`src/rtl/bfifo_pkg.sv`:
```
package bfifo_pkg;
   typedef enum logic [2:0] {
      RA_STATUS = 3'd0,
      RA_CONFIG = 3'd1,
      RA_IRQEN  = 3'd2,
      RA_RDPTR  = 3'd3,
      RA_WRPTR  = 3'd4,
      RA_LEVEL  = 3'd5
   } reg_addr_e;

   localparam int FLG_LVL = 0;
   localparam int FLG_UNF = 1;
   localparam int FLG_OVF = 2;
   localparam int NFLAGS  = 3;
   localparam int REG_W   = 8;
endpackage

```
`src/rtl/bfifo_store.sv`:
```
module bfifo_store #(
   parameter int DEPTH  = 16,
   parameter int DATA_W = 8,
   localparam int AW    = $clog2(DEPTH),
   localparam int PW    = AW + 1
) (
   input  logic              clk,
   input  logic              rst_n,
   input  logic              wr_en,
   input  logic [DATA_W-1:0] wr_data,
   input  logic              rd_en,
   output logic [DATA_W-1:0] rd_data,
   input  logic              set_rptr,
   input  logic              set_wptr,
   input  logic [PW-1:0]     ptr_wdata,
   output logic [PW-1:0]     rptr,
   output logic [PW-1:0]     wptr,
   output logic [PW-1:0]     level,
   output logic [PW-1:0]     next_level,
   output logic              full,
   output logic              empty,
   output logic              wr_ok,
   output logic              rd_ok
);
   localparam logic [PW-1:0] DEPTH_L = PW'(DEPTH);

   logic [DATA_W-1:0] mem [DEPTH];
   logic [PW-1:0]     wptr_q, rptr_q, wptr_n, rptr_n;

   assign level = wptr_q - rptr_q;
   assign full  = (level >= DEPTH_L);
   assign empty = (level == '0);
   assign wr_ok = wr_en & ~full;
   assign rd_ok = rd_en & ~empty;

   always_comb begin
      wptr_n = wptr_q;
      rptr_n = rptr_q;
      if (set_wptr)   wptr_n = ptr_wdata;
      else if (wr_ok) wptr_n = wptr_q + PW'(1);
      if (set_rptr)   rptr_n = ptr_wdata;
      else if (rd_ok) rptr_n = rptr_q + PW'(1);
   end

   assign next_level = wptr_n - rptr_n;
   assign rptr = rptr_q;
   assign wptr = wptr_q;

   always_ff @(posedge clk or negedge rst_n) begin
      if (!rst_n) begin
         wptr_q  <= '0;
         rptr_q  <= '0;
         rd_data <= '0;
      end else begin
         wptr_q <= wptr_n;
         rptr_q <= rptr_n;
         if (rd_en) rd_data <= rd_ok ? mem[rptr_q[AW-1:0]] : '0;
      end
   end

   always_ff @(posedge clk) begin
      if (wr_ok) mem[wptr_q[AW-1:0]] <= wr_data;
   end

   AST_FULL_HOLD: assert property (@(posedge clk) disable iff (!rst_n)
      (wr_en && full && !set_wptr) |=> $stable(wptr_q));
   AST_EMPTY_HOLD: assert property (@(posedge clk) disable iff (!rst_n)
      (rd_en && empty && !set_rptr) |=> ($stable(rptr_q) && rd_data == '0));
endmodule

```
`src/rtl/bfifo_flags.sv`:
```
module bfifo_flags
   import bfifo_pkg::*;
#(
   parameter int DEPTH = 16,
   localparam int PW   = $clog2(DEPTH) + 1
) (
   input  logic              clk,
   input  logic              rst_n,
   input  logic              wr_en,
   input  logic              rd_en,
   input  logic              wr_ok,
   input  logic              rd_ok,
   input  logic              full,
   input  logic              empty,
   input  logic [PW-1:0]     level,
   input  logic [PW-1:0]     next_level,
   input  logic              dir_tx,
   input  logic [PW-1:0]     target,
   input  logic [NFLAGS-1:0] clr_mask,
   input  logic              ack_err,
   input  logic              ack_lvl,
   input  logic              en_err,
   input  logic              en_lvl,
   output logic [NFLAGS-1:0] flags,
   output logic              irq
);
   localparam logic [PW-1:0] DEPTH_L = PW'(DEPTH);

   logic [NFLAGS-1:0] set_ev, clr_ev;
   logic              moved;

   assign moved = dir_tx ? rd_ok : wr_ok;

   assign set_ev[FLG_OVF] = (wr_en & full) | (level > DEPTH_L);
   assign set_ev[FLG_UNF] = rd_en & empty;
   assign set_ev[FLG_LVL] = moved & (next_level == target);

   assign clr_ev[FLG_OVF] = clr_mask[FLG_OVF] | ack_err;
   assign clr_ev[FLG_UNF] = clr_mask[FLG_UNF] | ack_err;
   assign clr_ev[FLG_LVL] = clr_mask[FLG_LVL] | ack_lvl;

   for (genvar i = 0; i < NFLAGS; i++) begin : g_flag
      always_ff @(posedge clk or negedge rst_n) begin
         if (!rst_n) flags[i] <= 1'b0;
         else        flags[i] <= set_ev[i] | (flags[i] & ~clr_ev[i]);
      end
   end

   assign irq = (flags[FLG_LVL] & en_lvl) |
                ((flags[FLG_OVF] | flags[FLG_UNF]) & en_err);

   AST_OVF_SET: assert property (@(posedge clk) disable iff (!rst_n)
      set_ev[FLG_OVF] |=> flags[FLG_OVF]);
   AST_UNF_SET: assert property (@(posedge clk) disable iff (!rst_n)
      set_ev[FLG_UNF] |=> flags[FLG_UNF]);
   AST_LVL_SET: assert property (@(posedge clk) disable iff (!rst_n)
      set_ev[FLG_LVL] |=> flags[FLG_LVL]);
   AST_LVL_CLEAR: assert property (@(posedge clk) disable iff (!rst_n)
      (clr_ev[FLG_LVL] && !set_ev[FLG_LVL]) |=> !flags[FLG_LVL]);
   AST_IRQ_QUIET: assert property (@(posedge clk) disable iff (!rst_n)
      (flags == '0) |-> !irq);
endmodule

```
`src/rtl/bfifo_regs.sv`:
```
module bfifo_regs
   import bfifo_pkg::*;
#(
   parameter int DEPTH = 16,
   localparam int PW   = $clog2(DEPTH) + 1
) (
   input  logic              clk,
   input  logic              rst_n,
   input  logic              reg_wr,
   input  logic [2:0]        reg_addr,
   input  logic [REG_W-1:0]  reg_wdata,
   output logic [REG_W-1:0]  reg_rdata,
   input  logic [NFLAGS-1:0] flags,
   input  logic [PW-1:0]     level,
   input  logic [PW-1:0]     rptr,
   input  logic [PW-1:0]     wptr,
   output logic              dir_tx,
   output logic [PW-1:0]     target,
   output logic              en_err,
   output logic              en_lvl,
   output logic [NFLAGS-1:0] clr_mask,
   output logic              set_rptr,
   output logic              set_wptr,
   output logic [PW-1:0]     ptr_wdata
);
   reg_addr_e  addr;
   logic       unused_wbits;
   logic [REG_W-1:0] cfg_view;

   assign addr = reg_addr_e'(reg_addr);
   assign unused_wbits = ^reg_wdata[REG_W-2:PW];

   assign clr_mask  = (reg_wr && addr == RA_STATUS) ? reg_wdata[NFLAGS-1:0] : '0;
   assign set_rptr  = reg_wr && addr == RA_RDPTR;
   assign set_wptr  = reg_wr && addr == RA_WRPTR;
   assign ptr_wdata = reg_wdata[PW-1:0];

   always_ff @(posedge clk or negedge rst_n) begin
      if (!rst_n) begin
         dir_tx <= 1'b0;
         target <= '0;
         en_err <= 1'b0;
         en_lvl <= 1'b0;
      end else if (reg_wr) begin
         if (addr == RA_CONFIG) begin
            dir_tx <= reg_wdata[REG_W-1];
            target <= reg_wdata[PW-1:0];
         end
         if (addr == RA_IRQEN) begin
            en_lvl <= reg_wdata[0];
            en_err <= reg_wdata[1];
         end
      end
   end

   always_comb begin
      cfg_view = '0;
      cfg_view[REG_W-1] = dir_tx;
      cfg_view[PW-1:0]  = target;
   end

   always_comb begin
      case (addr)
         RA_STATUS: reg_rdata = REG_W'(flags);
         RA_CONFIG: reg_rdata = cfg_view;
         RA_IRQEN:  reg_rdata = {{(REG_W-2){1'b0}}, en_err, en_lvl};
         RA_RDPTR:  reg_rdata = REG_W'(rptr);
         RA_WRPTR:  reg_rdata = REG_W'(wptr);
         RA_LEVEL:  reg_rdata = REG_W'(level);
         default:   reg_rdata = '0;
      endcase
   end

   AST_CFG_STABLE: assert property (@(posedge clk) disable iff (!rst_n)
      !(reg_wr && addr == RA_CONFIG) |=> ($stable(dir_tx) && $stable(target)));
endmodule

```
`src/rtl/bfifo_status_top.sv`:
```
module bfifo_status_top
   import bfifo_pkg::*;
#(
   parameter int DEPTH  = 16,
   parameter int DATA_W = 8
) (
   input  logic              clk,
   input  logic              rst_n,
   input  logic              wr_en,
   input  logic [DATA_W-1:0] wr_data,
   input  logic              rd_en,
   output logic [DATA_W-1:0] rd_data,
   input  logic              reg_wr,
   input  logic [2:0]        reg_addr,
   input  logic [7:0]        reg_wdata,
   output logic [7:0]        reg_rdata,
   input  logic              irq_ack_err,
   input  logic              irq_ack_lvl,
   output logic              irq
);
   localparam int PW = $clog2(DEPTH) + 1;

   if (DEPTH < 2 || DEPTH > 32 || (DEPTH & (DEPTH - 1)) != 0) begin : g_bad_depth
      $error("DEPTH must be a power of two from 2 to 32");
   end
   if (DATA_W < 1) begin : g_bad_width
      $error("DATA_W must be at least 1");
   end

   logic [PW-1:0]     rptr, wptr, level, next_level, target, ptr_wdata;
   logic              full, empty, wr_ok, rd_ok;
   logic              set_rptr, set_wptr, dir_tx, en_err, en_lvl;
   logic [NFLAGS-1:0] flags, clr_mask;

   bfifo_store #(.DEPTH(DEPTH), .DATA_W(DATA_W)) u_store (
      .clk(clk), .rst_n(rst_n),
      .wr_en(wr_en), .wr_data(wr_data), .rd_en(rd_en), .rd_data(rd_data),
      .set_rptr(set_rptr), .set_wptr(set_wptr), .ptr_wdata(ptr_wdata),
      .rptr(rptr), .wptr(wptr), .level(level), .next_level(next_level),
      .full(full), .empty(empty), .wr_ok(wr_ok), .rd_ok(rd_ok)
   );

   bfifo_flags #(.DEPTH(DEPTH)) u_flags (
      .clk(clk), .rst_n(rst_n),
      .wr_en(wr_en), .rd_en(rd_en), .wr_ok(wr_ok), .rd_ok(rd_ok),
      .full(full), .empty(empty), .level(level), .next_level(next_level),
      .dir_tx(dir_tx), .target(target), .clr_mask(clr_mask),
      .ack_err(irq_ack_err), .ack_lvl(irq_ack_lvl),
      .en_err(en_err), .en_lvl(en_lvl), .flags(flags), .irq(irq)
   );

   bfifo_regs #(.DEPTH(DEPTH)) u_regs (
      .clk(clk), .rst_n(rst_n),
      .reg_wr(reg_wr), .reg_addr(reg_addr), .reg_wdata(reg_wdata),
      .reg_rdata(reg_rdata), .flags(flags), .level(level),
      .rptr(rptr), .wptr(wptr), .dir_tx(dir_tx), .target(target),
      .en_err(en_err), .en_lvl(en_lvl), .clr_mask(clr_mask),
      .set_rptr(set_rptr), .set_wptr(set_wptr), .ptr_wdata(ptr_wdata)
   );
endmodule

```
`config.mk`:
```
export PLATFORM = sky130hd
export DESIGN_NAME = bfifo_status_top
export DESIGN_NICKNAME = d
export VERILOG_FILES = /design/src/rtl/bfifo_pkg.sv /design/src/rtl/bfifo_store.sv /design/src/rtl/bfifo_flags.sv /design/src/rtl/bfifo_regs.sv /design/src/rtl/bfifo_status_top.sv
export SDC_FILE = /design/constraint.sdc
export NUM_CORES = 1
export LEC_CHECK = 0
export BUFFER_PORTS_ARGS = -buffer_cell sky130_fd_sc_hd__buf_4
export CAP_MARGIN = 20
export CORE_MARGIN = 2
export CORE_UTILIZATION = 40
export DETAILED_ROUTE_END_ITERATION = 8
export PLACE_DENSITY = 0.63
export SYNTH_ARGS = -nofsm -noshare
export SYNTH_HDL_FRONTEND = slang
export SYNTH_SLANG_ARGS = --single-unit
```
`constraint.sdc`:
```
create_clock -name clk -period 13.1 [get_ports clk]
set_input_delay 0.655 -clock clk [delete_from_list [all_inputs] [get_ports clk]]
set_output_delay 0.655 -clock clk [all_outputs]
set_load 0.005 [all_outputs]
```
## Word level (Yosys, flattened, before mapping)

Memory sizes are Yosys's and may differ from the RTL's.
Index checks and enable logic that the tools add are counted.

- Add/sub/neg operators: 4
- Magnitude comparators: 2
- Equal/unequal tests: 6
- Muxes and demuxes: 10
- Bitwise operators: 24
- Reductions and logical operators: 7

Operator list:

| cell | number |
|---|---|
| 8-bit case mux with 6 select lines | 1 |
| 5-bit two-way mux | 4 |
| 5-bit by 1-bit adder with 5-bit output, second input constant | 2 |
| 1-bit AND | 10 |
| 5-bit subtractor | 2 |
| 1-bit OR | 9 |
| 8-bit two-way mux | 1 |
| 3-bit by 2-bit == test with 1-bit output, second input constant | 2 |
| 3-bit == test, second input constant | 2 |
| 5-bit == test | 1 |
| 5-bit greater-or-equal comparator, second input constant | 1 |
| 5-bit greater-than comparator, second input constant | 1 |
| 5-bit logical NOT | 1 |
| 1-bit NOT | 5 |
| 2-bit AND reduction | 2 |
| 3-bit by 1-bit == test with 1-bit output, second input constant | 1 |
| 1-bit logical AND | 3 |
| 3-bit logical NOT | 1 |
| 1-bit two-way mux | 3 |
| 3-bit two-way mux | 1 |

- Flip-flop bits (word level): 29
- Memory bits (writable): 128
- Input port bits: 26
- Output and inout port bits: 17
- Word-level logic and storage cells: 64
- Memories: 1

Memory list:

| name | words | bits a word | read ports | clocked after memory_dff | write ports | RTL line | RTL |
|---|---|---|---|---|---|---|---|
| u_store.mem | 16 | 8 | 1 | 0 | 1 | bfifo_store.sv:27 | `logic [DATA_W-1:0] mem [DEPTH];` |

## Depth between registers and ports, before layout

- Depth in word-level cells: 10
- Mapped depth: 21
- Mapped depth without buffers: 20

## Hierarchy

From an unflattened synthesis, not the netlist that was laid out.

- Cell total of the unflattened synthesis: 435
- Area, all modules: 7109.3 µm²

Modules (own cells, without submodules):

| module | instances | cells each | area each (µm²) | seq. area each (µm²) |
|---|---|---|---|---|
| bfifo_store | 1 | 352 | 6264.8 | 4294.1 |
| bfifo_regs | 1 | 60 | 636.9 | 200.2 |
| bfifo_flags | 1 | 23 | 207.7 | 75.1 |

## Worst setup path after synthesis

Ideal clock, no wire load.

- Kind: reg2reg
- Start point: register u_store.rptr_q[1] (netlist: u_store.rptr[1])
- End point: register u_flags.flags[0]
- Setup time: 0.121 ns
- Arrival time: 3.993 ns
- Data required time: 12.979 ns
- Slack: 8.986 ns
- Cell stages (with the launch flop): 22
- Buffers on the path: 3
- Clock period less this slack: 4.114 ns
- Cells stage by stage: dfrtp_1 -> buf_2 -> buf_2 -> inv_1 -> fa_1 -> xor2_1 -> a211o_1 -> a2bb2o_4 -> nand2_4 -> buf_4 -> xnor2_1 -> a21oi_1 -> ha_1 -> inv_1 -> fa_1 -> a21o_1 -> a21oi_1 -> xnor2_1 -> a21oi_1 -> a32o_1 -> xnor2_1 -> o21ai_1

- Longest elaborated chain between the ends: 10
- Elaborated cells on any way between the ends: 17
- Those cells by class: add/sub (3); order compare (1); eq/ne (1); mux (5); bitwise (6); reduce/logical (1)

RTL lines:

| what | RTL line | RTL |
|---|---|---|
| from (decl) | bfifo_store.sv:28 | `logic [PW-1:0] wptr_q, rptr_q, wptr_n, rptr_n;` |
| from (signal assigned) | bfifo_store.sv:56 | `rptr_q <= rptr_n;` |
| 5-bit subtractor | bfifo_store.sv:30 | `assign level = wptr_q - rptr_q;` |
| 5-bit logical NOT | bfifo_store.sv:32 | `assign empty = (level == '0);` |
| 1-bit NOT | bfifo_store.sv:34 | `assign rd_ok = rd_en & ~empty;` |
| 1-bit AND | bfifo_store.sv:34 |  |
| 5-bit two-way mux | bfifo_store.sv:42 | `else if (rd_ok) rptr_n = rptr_q + PW'(1);` |
| 5-bit two-way mux | bfifo_store.sv:41 | `if (set_rptr) rptr_n = ptr_wdata;` |
| via u_store.rptr_n[0] | bfifo_store.sv:28 |  |
| 5-bit subtractor | bfifo_store.sv:45 | `assign next_level = wptr_n - rptr_n;` |
| 5-bit == test | bfifo_flags.sv:36 | `assign set_ev[FLG_LVL] = moved & (next_level == target);` |
| 1-bit AND | bfifo_flags.sv:36 |  |
| 1-bit OR | bfifo_flags.sv:45 | `else flags[i] <= set_ev[i] \| (flags[i] & ~clr_ev[i]);` |
| to (signal, indexed assignment) | bfifo_flags.sv:45 |  |
| to (decl) | bfifo_flags.sv:24 | `output logic [NFLAGS-1:0] flags,` |

The timed path passes the listed nets, and every way through them passes these cells.
A chain may end at the register's enable or synchronous reset.

## Final worst setup path

- Start point: register u_store.rptr_q[3] (netlist: u_store.rptr[3])
- End point: register u_flags.flags[0]

- Longest elaborated chain between the ends: 10
- Elaborated cells on any way between the ends: 17
- Those cells by class: add/sub (3); order compare (1); eq/ne (1); mux (5); bitwise (6); reduce/logical (1)

RTL lines:

| what | RTL line |
|---|---|
| 5-bit subtractor | bfifo_store.sv:30 |
| 5-bit greater-or-equal comparator or 5-bit logical NOT (tied branches) | bfifo_store.sv:31, bfifo_store.sv:32 |
| 1-bit NOT (on tied branches) | bfifo_store.sv:33, bfifo_store.sv:34 |
| 1-bit AND (on tied branches) | bfifo_store.sv:33, bfifo_store.sv:34 |
| 5-bit two-way mux (on tied branches) | bfifo_store.sv:40, bfifo_store.sv:42 |
| 5-bit two-way mux (on tied branches) | bfifo_store.sv:39, bfifo_store.sv:41 |
| 5-bit subtractor | bfifo_store.sv:45 |
| 5-bit == test | bfifo_flags.sv:36 |
| 1-bit AND (*) | bfifo_flags.sv:36 |
| 1-bit OR (*) | bfifo_flags.sv:45 |

Every way passes the cells marked *; elsewhere a longest branch is shown, timed or not.

==> impl_metrics.xml <==
<?xml version="1.0" encoding="UTF-8"?>
<metrics>
  <group name="run_status">
    <metric name="outcome" unit="">finished clean</metric>
  </group>
  <group name="global_routing">
    <metric name="groute.usage.overall" unit="">0.1808</metric>
    <metric name="grt_first_pass_wirelength" unit="um">24080</metric>
    <metric name="grt_antenna_before_repair" unit="">1</metric>
    <metric name="global_route.overflow_total" unit="">0</metric>
    <metric name="grt_start_max_net_pins" unit="">46</metric>
    <metric name="vias_in_the_first_global_route" unit="">4116</metric>
  </group>
  <group name="power">
    <metric name="peakVddDrop" unit="uV">119.8</metric>
    <metric name="p_leak" unit="nW">3.028</metric>
    <metric name="power_per_cell_area" unit="mW/mm^2">230.9</metric>
  </group>
  <group name="setup_path">
    <metric name="crit_fanout" unit="">11</metric>
    <metric name="critical_path.n_buffers_inverters" unit="">2</metric>
    <metric name="ff2ff_setup_slack" unit="ns">8.09</metric>
    <metric name="critPathLaunchType" unit="">flip-flop</metric>
    <metric name="worst_path_max_stage_delay" unit="ns">0.60</metric>
    <metric name="worstPathCellList" unit="">inv_1, ha_1, a21oi_1, and3_4, or2_1, and2_1, xnor2_1, o21a_1, ha_1, inv_1, fa_1, a21o_1, a21oi_1, xnor2_1, a21oi_1, a32o_1, xnor2_1, o21ai_1</metric>
    <metric name="worstPathArrival" unit="ns">5.32</metric>
    <metric name="cp_top_family" unit="">compound AO/OA/AOI/OAI gates</metric>
    <metric name="timing.critical_path.required" unit="ns">13.40</metric>
    <metric name="timing.reg2reg.worst_path_depth" unit="">18</metric>
    <metric name="worstSetupEndpointType" unit="">flip-flop</metric>
    <metric name="worstReg2RegStart" unit="">u_store.rptr[3]</metric>
    <metric name="type_of_the_worst_setup_path" unit="">flip-flop to flip-flop</metric>
    <metric name="r2r-end" unit="">u_flags.flags[0]</metric>
    <metric name="slowest_stage" unit="">dfrtp_1</metric>
  </group>
  <group name="floorplanning">
    <metric name="ios" unit="">43</metric>
    <metric name="die_height" unit="um">137.7</metric>
    <metric name="initial_utilization" unit="">0.4107</metric>
    <metric name="core-area" unit="mm^2">0.01742</metric>
    <metric name="die_area" unit="mm^2">0.01897</metric>
    <metric name="fp.dieW" unit="um">137.7</metric>
    <metric name="placementRows" unit="">48</metric>
  </group>
  <group name="timing">
    <metric name="finalMaxSlewViolations" unit="">0</metric>
    <metric name="setup_tns" unit="ns">0</metric>
    <metric name="grt_setup_unrepaired" unit="">false</metric>
    <metric name="final_period_minus_worst_setup_slack" unit="ns">5.015</metric>
    <metric name="worst_pin_slew" unit="ns">0.8576</metric>
    <metric name="max_slew_margin" unit="">0.4258</metric>
    <metric name="finalHoldViolCount" unit="">0</metric>
    <metric name="fmax" unit="GHz">0.1994</metric>
    <metric name="setup_viol" unit="">0</metric>
    <metric name="finalClockSkew" unit="ns">0.009745</metric>
    <metric name="timing.final.crit_share" unit="">0.3828</metric>
  </group>
  <group name="clocking">
    <metric name="clkSinkCount" unit="">157</metric>
    <metric name="tritoncts.num_buffers" unit="">17</metric>
    <metric name="cts_hold_buffers" unit="">0</metric>
    <metric name="post-cts-setup-buffers" unit="">0</metric>
    <metric name="clock_latency" unit="ns">0.43</metric>
    <metric name="htree_levels" unit="">4</metric>
    <metric name="cts.reportedPaths.clkPinSlew" unit="ns">0.06</metric>
    <metric name="clockRootBuffer" unit="">clkbuf_16</metric>
    <metric name="cts_buffer_depth" unit="">2</metric>
    <metric name="cts-resized-gates" unit="">0</metric>
    <metric name="tritoncts" unit="">built</metric>
  </group>
  <group name="synthesis">
    <metric name="synth_ff_type" unit="">edfxtp_1</metric>
    <metric name="synth_top_cells_by_area" unit="">edfxtp_1 (54%), dfrtp_1 (10%), mux4_2 (8.2%)</metric>
    <metric name="synth_top_cell_area_share" unit="">0.5373</metric>
    <metric name="syn_inst" unit="">464</metric>
    <metric name="synth_top_area_cell" unit="">edfxtp_1</metric>
    <metric name="synth.ff_latch_count" unit="">157</metric>
    <metric name="avgSynthCellArea" unit="um^2">15.42</metric>
    <metric name="yosysSeqAreaShare" unit="">0.6388</metric>
    <metric name="synth_cell_types" unit="">54</metric>
    <metric name="asyncSetResetFlopFracSynth" unit="">0.1847</metric>
    <metric name="ys.warnings.count" unit="">0</metric>
    <metric name="cell_area_after_synthesis" unit="mm^2">0.007153</metric>
    <metric name="number_of_enable_flip_flop_cells_after_synthesis" unit="">128</metric>
  </group>
  <group name="layout">
    <metric name="final_design_area_no_fill" unit="mm^2">0.008249</metric>
    <metric name="nFillCells" unit="">1514</metric>
    <metric name="flow.area_growth_from_synthesis" unit="%">15.32</metric>
    <metric name="drive_above_1_share" unit="">0.2481</metric>
    <metric name="layout.nets" unit="">544</metric>
    <metric name="antenna_cells" unit="">0</metric>
  </group>
  <group name="placement">
    <metric name="place_congestion" unit="">0.8539</metric>
    <metric name="placed_instance_area" unit="mm^2">0.007670</metric>
    <metric name="portBuffers" unit="">38</metric>
    <metric name="dpl.hpwl" unit="um">10050</metric>
  </group>
  <group name="flow_run">
    <metric name="timing.max_cap.violations" unit="">0</metric>
  </group>
  <group name="hold_path">
    <metric name="hold_path_class" unit="">input pin to asynchronous set/reset pin</metric>
  </group>
  <group name="routing">
    <metric name="drt_pre_antenna_iters" unit="">5</metric>
    <metric name="avgRoutedWirePerCell" unit="um">21.53</metric>
    <metric name="route.detailed.vias_per_inst" unit="">5.575</metric>
    <metric name="dr.first_iter.drc_count" unit="">453</metric>
    <metric name="post-route-drc-count" unit="">0</metric>
    <metric name="via_count" unit="">4131</metric>
    <metric name="route.antenna.remaining_nets" unit="">0</metric>
    <metric name="finalWirelength" unit="um">15950</metric>
  </group>
</metrics>
-- stage by stage --
step	hold WS (ns)	cells	worst slack, ns	power, mW	utilization
3_3_place_gp	0.5254	709	8.185	1.409	0.4404
5_1_grt	0.1931	741	7.802	2.009	0.4736
2_1_floorplan	0.3594	465	8.986	1.227	-
4_1_cts	0.1741	741	8.109	1.914	0.4736
6_report	0.1732	741	8.085	1.905	0.4736
3_5_place_dp	0.5345	709	8.136	1.427	0.4404
-- synthesized netlist by cell type, drive strengths merged, types with 10 or more instances --
master and instances:
o22ai 12, buf 16, a21oi 11, clkbuf 11, mux2 10, o21ai 10, mux2i 26, mux4 26
edfxtp 128, nand2 34, nor2 10, xnor2 12, o221ai 15, inv 26, ha 13, dfrtp 29
-- where the power goes --
part           internal, mW  switching, mW  leakage, nW  total (mW)
registers             0.608         0.0690         1.50       0.677
clock network         0.288          0.199        0.279       0.487
logic                 0.348          0.393         1.24       0.741
total                  1.24          0.661         3.03        1.90
-- sequential cells by signal, summed over array words and instances, names as in the netlist --
register         flops
u_store.rd_data      8
u_store.mem        128
u_store.wptr         5
u_flags.flags        3
u_regs.target        5
u_regs.en_lvl        1
u_regs.dir_tx        1
u_regs.en_err        1
u_store.rptr         5
-- final cells by class --
type / instances / area [um^2] / area share
clock buffers: 21 / 450.4 / 0.05460
clock inverters: 11 / 128.9 / 0.01562
inverters: 27 / 101.3 / 0.01229
multi-input cells: 254 / 2371 / 0.2874
flip-flops and latches: 157 / 4571 / 0.5541
well taps: 225 / 281.5 / 0.03413
repair buffers: 46 / 345.3 / 0.04186
-- kinds of logic (layout without fill, tap and decap cells) --
logic type	Yosys count	count (layout)	share of synthesized area
fa+ha+maj	15	15	0.02834
simple gates	90	90	0.07049
other cells	1	2	0.0005242
mux	62	62	0.1340
compound gates	66	66	0.06734
xor+xnor	19	19	0.02536
flops	157	157	0.6388
buf+inv	54	105	0.03516
-- per-layer routing --
layer | vias to the layer above | GRT usage | part of all wire
li1 | 1868 | - | -
met1 | 2096 | 0.2420 | 0.43
met2 | 133 | 0.2886 | 0.50
met3 | 32 | 0.03790 | 0.044
met4 | 2 | 0.07540 | 0.026
met5 | - | 0 | 0.00050
-- cell usage in the layout, fill, tap and decap left out, types with 3 or more instances in the layout --
cell type | netlist | final
edfxtp_1 | 128 | 128
o221ai_1 | 15 | 15
and3_1 | 6 | 6
mux2i_1 | 26 | 26
mux2_2 | 10 | 10
xor2_1 | 6 | 6
nand2_1 | 33 | 33
clkbuf_16 | 0 | 17
ha_1 | 13 | 13
nor3_1 | 3 | 3
nor3b_1 | 7 | 5
xnor2_1 | 11 | 11
inv_1 | 26 | 26
nand3b_1 | 5 | 5
and4_1 | 3 | 3
o22ai_1 | 12 | 12
dfrtp_1 | 29 | 28
nor3b_2 | 1 | 3
nor2_1 | 10 | 10
nand2b_1 | 3 | 3
a21oi_1 | 10 | 10
o21ai_0 | 8 | 8
clkbuf_1 | 11 | 3
nand3_1 | 5 | 5
mux4_2 | 26 | 26
buf_4 | 8 | 46
inv_6 | 0 | 4
a21o_1 | 6 | 6
nor4b_2 | 0 | 4
-- worst max path at each step --
stage                    start                to  slack [ns]  cells past startpoint
2_1_floorplan  u_store.rptr[1]  u_flags.flags[0]        8.99                     21
4_1_cts        u_store.rptr[3]  u_flags.flags[0]        8.11                     18
5_1_grt        u_store.rptr[3]  u_flags.flags[0]        7.80                     18
6_report       u_store.rptr[3]  u_flags.flags[0]        8.09                     18
3_5_place_dp   u_store.rptr[3]  u_flags.flags[0]        8.14                     18
3_3_place_gp   u_store.rptr[3]  u_flags.flags[0]        8.19                     18
Power figures use the tool's default switching activity.
